==> src/rtl/ivl_tb_pkg.sv <==
package ivl_tb_pkg;

    // Clear controller states
    typedef enum logic {
        ST_COUNT    = 1'b0,   // no clear outstanding
        ST_CLR_WAIT = 1'b1    // clear seen between ticks, waiting for a tick
    } clr_state_e;

    // Bit whose carry-out feeds interval tap i of n taps
    function automatic int tap_bit(input int cnt_w, input int n_taps, input int i);
        return cnt_w - 1 - 2 * (n_taps - 1 - i);
    endfunction

endpackage

==> src/rtl/ivl_clr_fsm.sv <==
module ivl_clr_fsm
    import ivl_tb_pkg::*;
(
    input  logic clk,
    input  logic rst_n,
    input  logic tick,
    input  logic req,
    output logic clr_now
);

    clr_state_e state_q, state_d;

    // state register
    always_ff @(posedge clk or negedge rst_n) begin
        if (!rst_n) state_q <= ST_COUNT;
        else        state_q <= state_d;
    end

    // transitions
    always_comb begin
        state_d = state_q;
        unique case (state_q)
            ST_COUNT:    if (req && !tick) state_d = ST_CLR_WAIT;
            ST_CLR_WAIT: if (tick)         state_d = ST_COUNT;
            default:                       state_d = ST_COUNT;
        endcase
    end

    // outputs: a clear is applied only on a ticked edge
    always_comb begin
        clr_now = 1'b0;
        unique case (state_q)
            ST_COUNT:    clr_now = tick && req;
            ST_CLR_WAIT: clr_now = tick;
            default:     clr_now = 1'b0;
        endcase
    end

endmodule

==> src/rtl/ivl_count.sv <==
module ivl_count
    import ivl_tb_pkg::*;
#(
    parameter int CNT_W  = 18,
    parameter int N_TAPS = 4
) (
    input  logic              clk,
    input  logic              rst_n,
    input  logic              tick,
    input  logic              clr_now,
    output logic [CNT_W-1:0]  cnt,
    output logic [N_TAPS-1:0] carry
);

    logic inc;
    assign inc = tick && !clr_now;

    always_ff @(posedge clk or negedge rst_n) begin
        if (!rst_n)       cnt <= '0;
        else if (clr_now) cnt <= '0;
        else if (inc)     cnt <= cnt + 1'b1;
    end

    for (genvar i = 0; i < N_TAPS; i++) begin : g_tap
        localparam int B = tap_bit(CNT_W, N_TAPS, i);
        assign carry[i] = inc && (&cnt[B:0]);
    end

endmodule

==> src/rtl/ivl_flag.sv <==
module ivl_flag #(
    parameter int N_TAPS = 4,
    localparam int SEL_W = $clog2(N_TAPS)
) (
    input  logic              clk,
    input  logic              rst_n,
    input  logic [N_TAPS-1:0] carry,
    input  logic [SEL_W-1:0]  sel,
    input  logic              lp_enter,
    input  logic              flg_clr,
    output logic              flag
);

    logic hit, flag_d;
    assign hit = carry[sel];

    // priority: low-power entry, then carry, then software clear
    always_comb begin
        flag_d = flag;
        if (lp_enter)     flag_d = 1'b0;
        else if (hit)     flag_d = 1'b1;
        else if (flg_clr) flag_d = 1'b0;
    end

    always_ff @(posedge clk or negedge rst_n) begin
        if (!rst_n) flag <= 1'b0;
        else        flag <= flag_d;
    end

endmodule

==> src/rtl/ivl_timebase.sv <==
module ivl_timebase #(
    parameter int CNT_W  = 18,
    localparam int N_TAPS = 4,
    localparam int SEL_W  = $clog2(N_TAPS)
) (
    input  logic             clk,
    input  logic             rst_n,
    input  logic             tick,
    input  logic             lp_enter,
    input  logic             pll_sw,
    input  logic             sub_sw,
    input  logic             swclr_wr,
    input  logic             swclr_wdata,
    input  logic [SEL_W-1:0] ivl_sel,
    input  logic             flg_wr,
    input  logic             flg_wdata,
    input  logic             ie,
    output logic             flag,
    output logic             irq,
    output logic [CNT_W-1:0] taps,
    output logic             swclr_rd
);

    logic              clr_req, clr_now;
    logic [N_TAPS-1:0] carry;

    // only a written 0 clears; a written 1 is dropped
    assign clr_req = lp_enter || pll_sw || sub_sw || (swclr_wr && !swclr_wdata);

    ivl_clr_fsm u_fsm (
        .clk     (clk),
        .rst_n   (rst_n),
        .tick    (tick),
        .req     (clr_req),
        .clr_now (clr_now)
    );

    ivl_count #(.CNT_W(CNT_W), .N_TAPS(N_TAPS)) u_cnt (
        .clk     (clk),
        .rst_n   (rst_n),
        .tick    (tick),
        .clr_now (clr_now),
        .cnt     (taps),
        .carry   (carry)
    );

    ivl_flag #(.N_TAPS(N_TAPS)) u_flg (
        .clk      (clk),
        .rst_n    (rst_n),
        .carry    (carry),
        .sel      (ivl_sel),
        .lp_enter (lp_enter),
        .flg_clr  (flg_wr && !flg_wdata),
        .flag     (flag)
    );

    assign irq      = flag && ie;
    assign swclr_rd = 1'b1;

endmodule

==> config.mk <==
export PLATFORM = sky130hd
export DESIGN_NAME = ivl_timebase
export DESIGN_NICKNAME = d
export VERILOG_FILES = /design/src/rtl/ivl_tb_pkg.sv /design/src/rtl/ivl_clr_fsm.sv /design/src/rtl/ivl_count.sv /design/src/rtl/ivl_flag.sv /design/src/rtl/ivl_timebase.sv
export SDC_FILE = /design/constraint.sdc
export NUM_CORES = 1
export LEC_CHECK = 0
export CAP_MARGIN = 25
export CORE_ASPECT_RATIO = 0.6
export CORE_MARGIN = 3
export CORE_UTILIZATION = 45
export DETAILED_ROUTE_END_ITERATION = 12
export PLACE_DENSITY_LB_ADDON = 0.1
export RECOVER_POWER = 100
export SKIP_LAST_GASP = 1
export SLEW_MARGIN = 0
export SYNTH_ARGS = -nofsm -noshare
export SYNTH_HDL_FRONTEND = slang
export SYNTH_SLANG_ARGS = --single-unit
==> constraint.sdc <==
create_clock -name clk -period 2.16 [get_ports clk]
set_clock_uncertainty 0.05 [all_clocks]
set_input_delay 0.324 -clock clk [delete_from_list [all_inputs] [get_ports clk]]
set_output_delay 0.324 -clock clk [all_outputs]
set_load 0.02 [all_outputs]
==> results of run 1 <==
state kept, by name (all words and copies together), names as in the netlist:
name / cells
u_flg.flag: 1
u_cnt.cnt: 18
u_fsm.state_q: 1
power groups by stage:
stage               Combinational (mW)  Clock [mW]  Sequential (mW)
finish                          0.0577       0.284            0.377
CTS                             0.0621       0.287            0.377
detailed placement              0.0620           0            0.384
global placement                0.0607           0            0.384
global route                    0.0639       0.304            0.377
floorplan                       0.0199           0            0.385
worst min-delay path by stage:
stage / start / end / slack (ns) / depth (start not counted)
finish: u_flg.flag$_DFFE_PN0P_ / u_flg.flag$_DFFE_PN0P_ / 0.51 / 2
global route: u_flg.flag$_DFFE_PN0P_ / u_flg.flag$_DFFE_PN0P_ / 0.54 / 2
CTS: rst_n / u_cnt.cnt[1]$_DFFE_PN0P_ / 0.36 / 2
detailed placement: u_flg.flag$_DFFE_PN0P_ / u_flg.flag$_DFFE_PN0P_ / 0.49 / 2
global placement: u_cnt.cnt[17]$_DFFE_PN0P_ / u_cnt.cnt[17]$_DFFE_PN0P_ / 0.49 / 2
floorplan: rst_n / u_cnt.cnt[0]$_DFFE_PN0P_ / -0.02 / 0
per-layer routing:
metal | track usage (%) | vias to the layer above
li1 | - | 495
met1 | 31.1 | 475
met2 | 28.2 | 27
met3 | 5.44 | 4
met4 | 2.33 | 0
met5 | 0 | -
kinds of logic (layout without fill, tap and decap cells):
group,after synthesis,in the layout
compound gates,19,19
simple gates,58,58
mux,2,2
xor+xnor,8,8
flops,20,20
buf+inv,6,47
fa+ha+maj,1,1
other cells,1,1
cells in the mapped netlist (all sizes together):
master	n	area share (%)
a21boi	1	0.70
a21oi	5	2.3
a32o	1	0.94
and2	2	1.2
and3	2	1.2
and4	1	0.94
buf	3	1.9
clkbuf	1	0.35
conb	1	0.35
dfrtp	20	47
ha	1	1.2
inv	2	0.70
mux2	1	1.1
mux2i	1	0.94
nand2	7	2.5
nand2b	2	1.2
nand3	9	4.2
nand3b	1	0.70
nand4	4	2.9
nor2	12	4.2
nor2b	2	1.2
nor3	5	2.3
nor4	2	1.2
o21ai	9	4.2
o2bb2ai	2	1.6
o31ai	1	0.70
or2	3	1.8
or3	3	1.8
or4	3	2.5
xnor2	4	3.3
xor2	4	3.3
per-stage QoR:
step / setup WS, ns / setup TNS [ns] / utilization, % / instances / power, mW
final: 0.165 / 0 / 73.8 / 184 / 0.718
after global routing: 0.115 / 0 / 73.8 / 184 / 0.745
after CTS: 0.199 / 0 / 74.6 / 184 / 0.726
after detailed placement: -0.0102 / -0.0102 / 71.9 / 180 / 0.446
after global placement: 0.0684 / 0 / 71.9 / 180 / 0.445
after floorplan: 0.174 / 0 / - / 115 / 0.405
critical path: cells and delay by family:
family,cells,cell delay [ns]
buffers and inverters,1,0.61
AOI/OAI and AO/OA,1,0.16
and+or+nand+nor,3,1.02
area by class of cell:
class / instances / area [um2]
clock buffers: 4 / 55.1
inverters: 2 / 7.51
fillers: 148 / 534
repair buffers: 41 / 373
flip-flops and latches: 20 / 500
multi-input cells: 89 / 537
well taps: 28 / 35.0
==> results.toml, run 1 <==
[drt]
antenna_left = 0
drtIter0Drc = 30
first_pass_iters = 4
drc_errors = 0
routed_wirelength_um = 2640
wl_met2_um = 1130
drt-met1-wl_um = 1350
vias = 1001
wl_met3_um = 141
highest_layer = "met4"
viasPerCell = 5.44
wire_per_inst_um = 14.3

[clock_network]
htreeDepth = 1
clock_sinks = 20
clk_latency_ns = 0.26
path_clk_slew_ns = 0.07
post_cts_resized = 0
postCtsSetupBuffers = 0
numCtsBuffers = 3
hold_buffers = 0
cts_buffer_depth = 2
cts_tree = "done"
cts_root_buf = "clkbuf_8"

[placed_design]
place.gp.congestion = 0.836
hpwl_um = 2070
io_buffers = 32
place_area_um2 = 1470

[power]
pwr-share-seq_pct = 52.5
p_per_area_nw_per_um2 = 476
power_frac_clock_pct = 39.5
power_frac_comb_pct = 8.0
ir_drop_mv = 0.384
switching_share_pct = 21.0
leakage_nw = 0.676
p_int_mw = 0.567
switchingPower_mw = 0.151

[global_route]
grt_overflow = 0
antenna_found_initial = 0
grt_max_degree = 21
grt_pass1_wl_um = 4490
grt_pass1_vias = 938
grt_usage_pct = 20.0

[setup_path]
path_class = "input pin to flop"
ff2ff_path_depth = 5
r2r_slack_ns = 0.17
start_kind = "input pin"
crit_start = "tick"
rr_startpoint = "u_cnt.cnt[1]$_DFFE_PN0P_"
worstReg2RegEnd = "u_cnt.cnt[16]$_DFFE_PN0P_"
crit_fanout = 6
worstSetupEndpointType = "flop"
max_stage_delay_ns = 0.61
required_ns = 2.29
cp_slowest_cell = "dlygate4sd3_1"
arrival_ns = 2.13
path_cells = "dlygate4sd3_1 -> nand2_1 -> or4_4 -> or3_1 -> a21oi_1"
crit_end = "u_cnt.cnt[16]$_DFFE_PN0P_"

[cells_and_area]
syn_to_final_growth_pct = 41.1
layout.nets = 171
final_cell_mix = "dlygate4sd3_1, dfrtp_1, nor2_1, clkdlybuf4s50_1"
stdcell_area_um2 = 1510
drive_gt1_share_pct = 8.97
layout_commonest_cell = "dlygate4sd3_1"
n_antenna_cell = 0

[sta]
fmax_ghz = 0.501
holdWs_ns = 0.507
setup_viol = 0
layout_min_cycle_time_ns = 2.00
fin_crit_sh_pct = 92.4
final-hold-violation-count = 0
tightestPinTransition_ns = 1.06
rsz0062_at_grt = "no"
slew_violations = 0
relSlewSlack_pct = 29.4

[floorplanning]
dieArea_um2 = 3010
initial_core_util_pct = 52.3
fp.dieH_um = 43.7
die_w_um = 68.9
io_pins = 34
core_um2 = 2040
rows = 12

[yosys]
synth_top_family_by_area = "simple AND/OR/NAND/NOR gates"
avgSynthCellArea_um2 = 9.29
synth.net_count = 129
syn-cell-area_um2 = 1070
synth_cell_type_count = 35
synth-seq-cells = 20
syn_inst = 115
yosysWarningCount = 0
synth_xor_area_share_pct = 6.56
synthSimpleGateAreaFrac_pct = 29.6
seq_area_frac_synth_pct = 46.8
synth_compound_area_share_pct = 10.5
muxShareOfSynthArea_pct = 1.99
synthAdderAreaFrac_pct = 1.17

[run]
drv_cap = 0

[status]
outcome = "complete, no violations"

[min_path]
hp-class = "flop to flop"
No activity file was read; power rests on OpenSTA's default activity.
==> inputs of run 2 (changes only) <==
--- a/config.mk
+++ b/config.mk
@@ -8,12 +8,12 @@
 export CAP_MARGIN = 25
 export CORE_ASPECT_RATIO = 0.6
 export CORE_MARGIN = 3
-export CORE_UTILIZATION = 45
+export CORE_UTILIZATION = 47
+export CTS_BUF_LIST = sky130_fd_sc_hd__clkbuf_4 sky130_fd_sc_hd__clkbuf_8
 export DETAILED_ROUTE_END_ITERATION = 12
 export PLACE_DENSITY_LB_ADDON = 0.1
 export RECOVER_POWER = 100
 export SKIP_LAST_GASP = 1
-export SLEW_MARGIN = 0
 export SYNTH_ARGS = -nofsm -noshare
 export SYNTH_HDL_FRONTEND = slang
 export SYNTH_SLANG_ARGS = --single-unit
==> results.toml, run 2 (same netlist as run 1, synthesis figures left out) <==
[min_path]
holdCritStartpoint = "u_flg.flag$_DFFE_PN0P_"
hold_path_end = "u_flg.flag$_DFFE_PN0P_"
holdPathStages = 2
hp-class = "flop to flop"

[cells_and_area]
final_cell_mix = "dlygate4sd3_1, dfrtp_1, nor2_1"
regMostFlops = "u_cnt.cnt"
multi_input_area_um2 = 537
layout_commonest_cell = "dlygate4sd3_1"
finish.utilization_pct = 75.6
layout.nets = 168
register_area_um2 = 502
syn_to_final_growth_pct = 41.3
finalNonFillerCells = 181
largest_reg_flops = 18
reg_top3 = "u_cnt.cnt: 18 flops, u_flg.flag: 1 flops, u_fsm.state_q: 1 flops"
n_fill_cell = 152
n_antenna_cell = 0
drive_gt1_share_pct = 8.50

[floorplanning]
io_pins = 34
fp.dieH_um = 42.9
rows = 12
core_um2 = 2000
initial_core_util_pct = 53.5
die_w_um = 67.6
dieArea_um2 = 2900

[drt]
viasPerCell = 5.56
first_pass_iters = 6
drc_errors = 0
vias = 1007
drtIter0Drc = 77
wire_per_inst_um = 15.0
antenna_left = 0
routed_wirelength_um = 2710

[sta]
setup_viol = 0
holdWs_ns = 0.497
final-hold-violation-count = 0
rsz0062_at_grt = "no"
fin_crit_sh_pct = 93.9
slew_violations = 0
relSlewSlack_pct = 26.5
tns_ns = 0
fmax_ghz = 0.493
layout_min_cycle_time_ns = 2.03
worst_slack_ns = 0.132
tightestPinTransition_ns = 1.10

[status]
outcome = "complete, no violations"

[setup_path]
path_class = "flop to flop"
arrival_ns = 2.16
start_kind = "flop"
required_ns = 2.30
crit_fanout = 6
rr_startpoint = "u_cnt.cnt[1]$_DFFE_PN0P_"
worstReg2RegEnd = "u_cnt.cnt[14]$_DFFE_PN0P_"
ff2ff_path_depth = 5
r2r_slack_ns = 0.13
worstSetupEndpointType = "flop"

[power]
ir_drop_mv = 0.402
leakage_nw = 0.675
p_per_area_nw_per_um2 = 532

[clock_network]
numCtsBuffers = 3
postCtsSetupBuffers = 0
clock_sinks = 20
cts_tree = "done"
cts_buffer_depth = 2
path_clk_slew_ns = 0.08
htreeDepth = 1
cts_root_buf = "clkbuf_8"
hold_buffers = 0
clk_latency_ns = 0.26

[global_route]
antenna_found_initial = 0
grt_overflow = 0
grt_pass1_vias = 991
grt_max_degree = 21
grt_pass1_wl_um = 4730
grt_usage_pct = 21.5

[placed_design]
hpwl_um = 2050
io_buffers = 32
place.gp.congestion = 0.826
post-place-ws_ns = 0.0423
placed_cells = 177

[run]
drv_cap = 0
## run 2: final cells by class
| type | count | share of cell area (%) |
|---|---|---|
| Clock buffer | 3 | 2.73 |
| Clock inverter | 1 | 1.99 |
| Inverter | 2 | 0.497 |
| Multi-Input combinational cell | 89 | 35.5 |
| Sequential cell | 20 | 33.2 |
| Tap cell | 28 | 2.32 |
| Timing Repair Buffer | 38 | 23.7 |
## run 2: repair_timing
item | in CTS | in global routing
setup endpoints to repair | 0 | 1
gates resized for setup | 0 | 1
endpoints found under the hold margin | 0 | 0
## run 2: critical path, stage by stage (launching register included)
cell	delay, ns
dfrtp_2	0.41
ha_1	0.23
nand3_1	0.18
or4_4	0.60
or3_1	0.33
a21oi_1	0.15
## run 2: metrics by stage
stage               power (mW)  instance area, um2
global placement         0.441                1450
CTS                      0.812                1520
finish                   0.804                1510
global route             0.837                1510
floorplan                0.405                1070
detailed placement       0.443                1450
## run 2: how the worst max path moves through the flow
stage / start / endpoint / slack (ns) / cells past startpoint
floorplan: u_cnt.cnt[0]$_DFFE_PN0P_ / u_cnt.cnt[14]$_DFFE_PN0P_ / 0.17 / 5
global placement: tick / u_cnt.cnt[16]$_DFFE_PN0P_ / 0.10 / 5
detailed placement: tick / u_cnt.cnt[14]$_DFFE_PN0P_ / 0.04 / 5
CTS: u_cnt.cnt[1]$_DFFE_PN0P_ / u_cnt.cnt[14]$_DFFE_PN0P_ / 0.09 / 5
global route: lp_enter / u_cnt.cnt[2]$_DFFE_PN0P_ / 0.04 / 5
finish: u_cnt.cnt[1]$_DFFE_PN0P_ / u_cnt.cnt[14]$_DFFE_PN0P_ / 0.13 / 5
## run 2: where the power goes
part	internal (mW)	switching, mW
combinational	0.0275	0.0286
clock	0.247	0.124
sequential	0.376	0.000737
## run 2: metal layers
layer | part of all wire [%] | up-vias | routed length, um | global-route usage [%]
met5 | 0 | - | 0 | 0
met4 | 0 | 0 | 0 | 2.42
met2 | 48 | 34 | 1290 | 33.7
met1 | 45 | 488 | 1230 | 30.8
li1 | - | 485 | - | -
met3 | 7.0 | 0 | 189 | 5.03
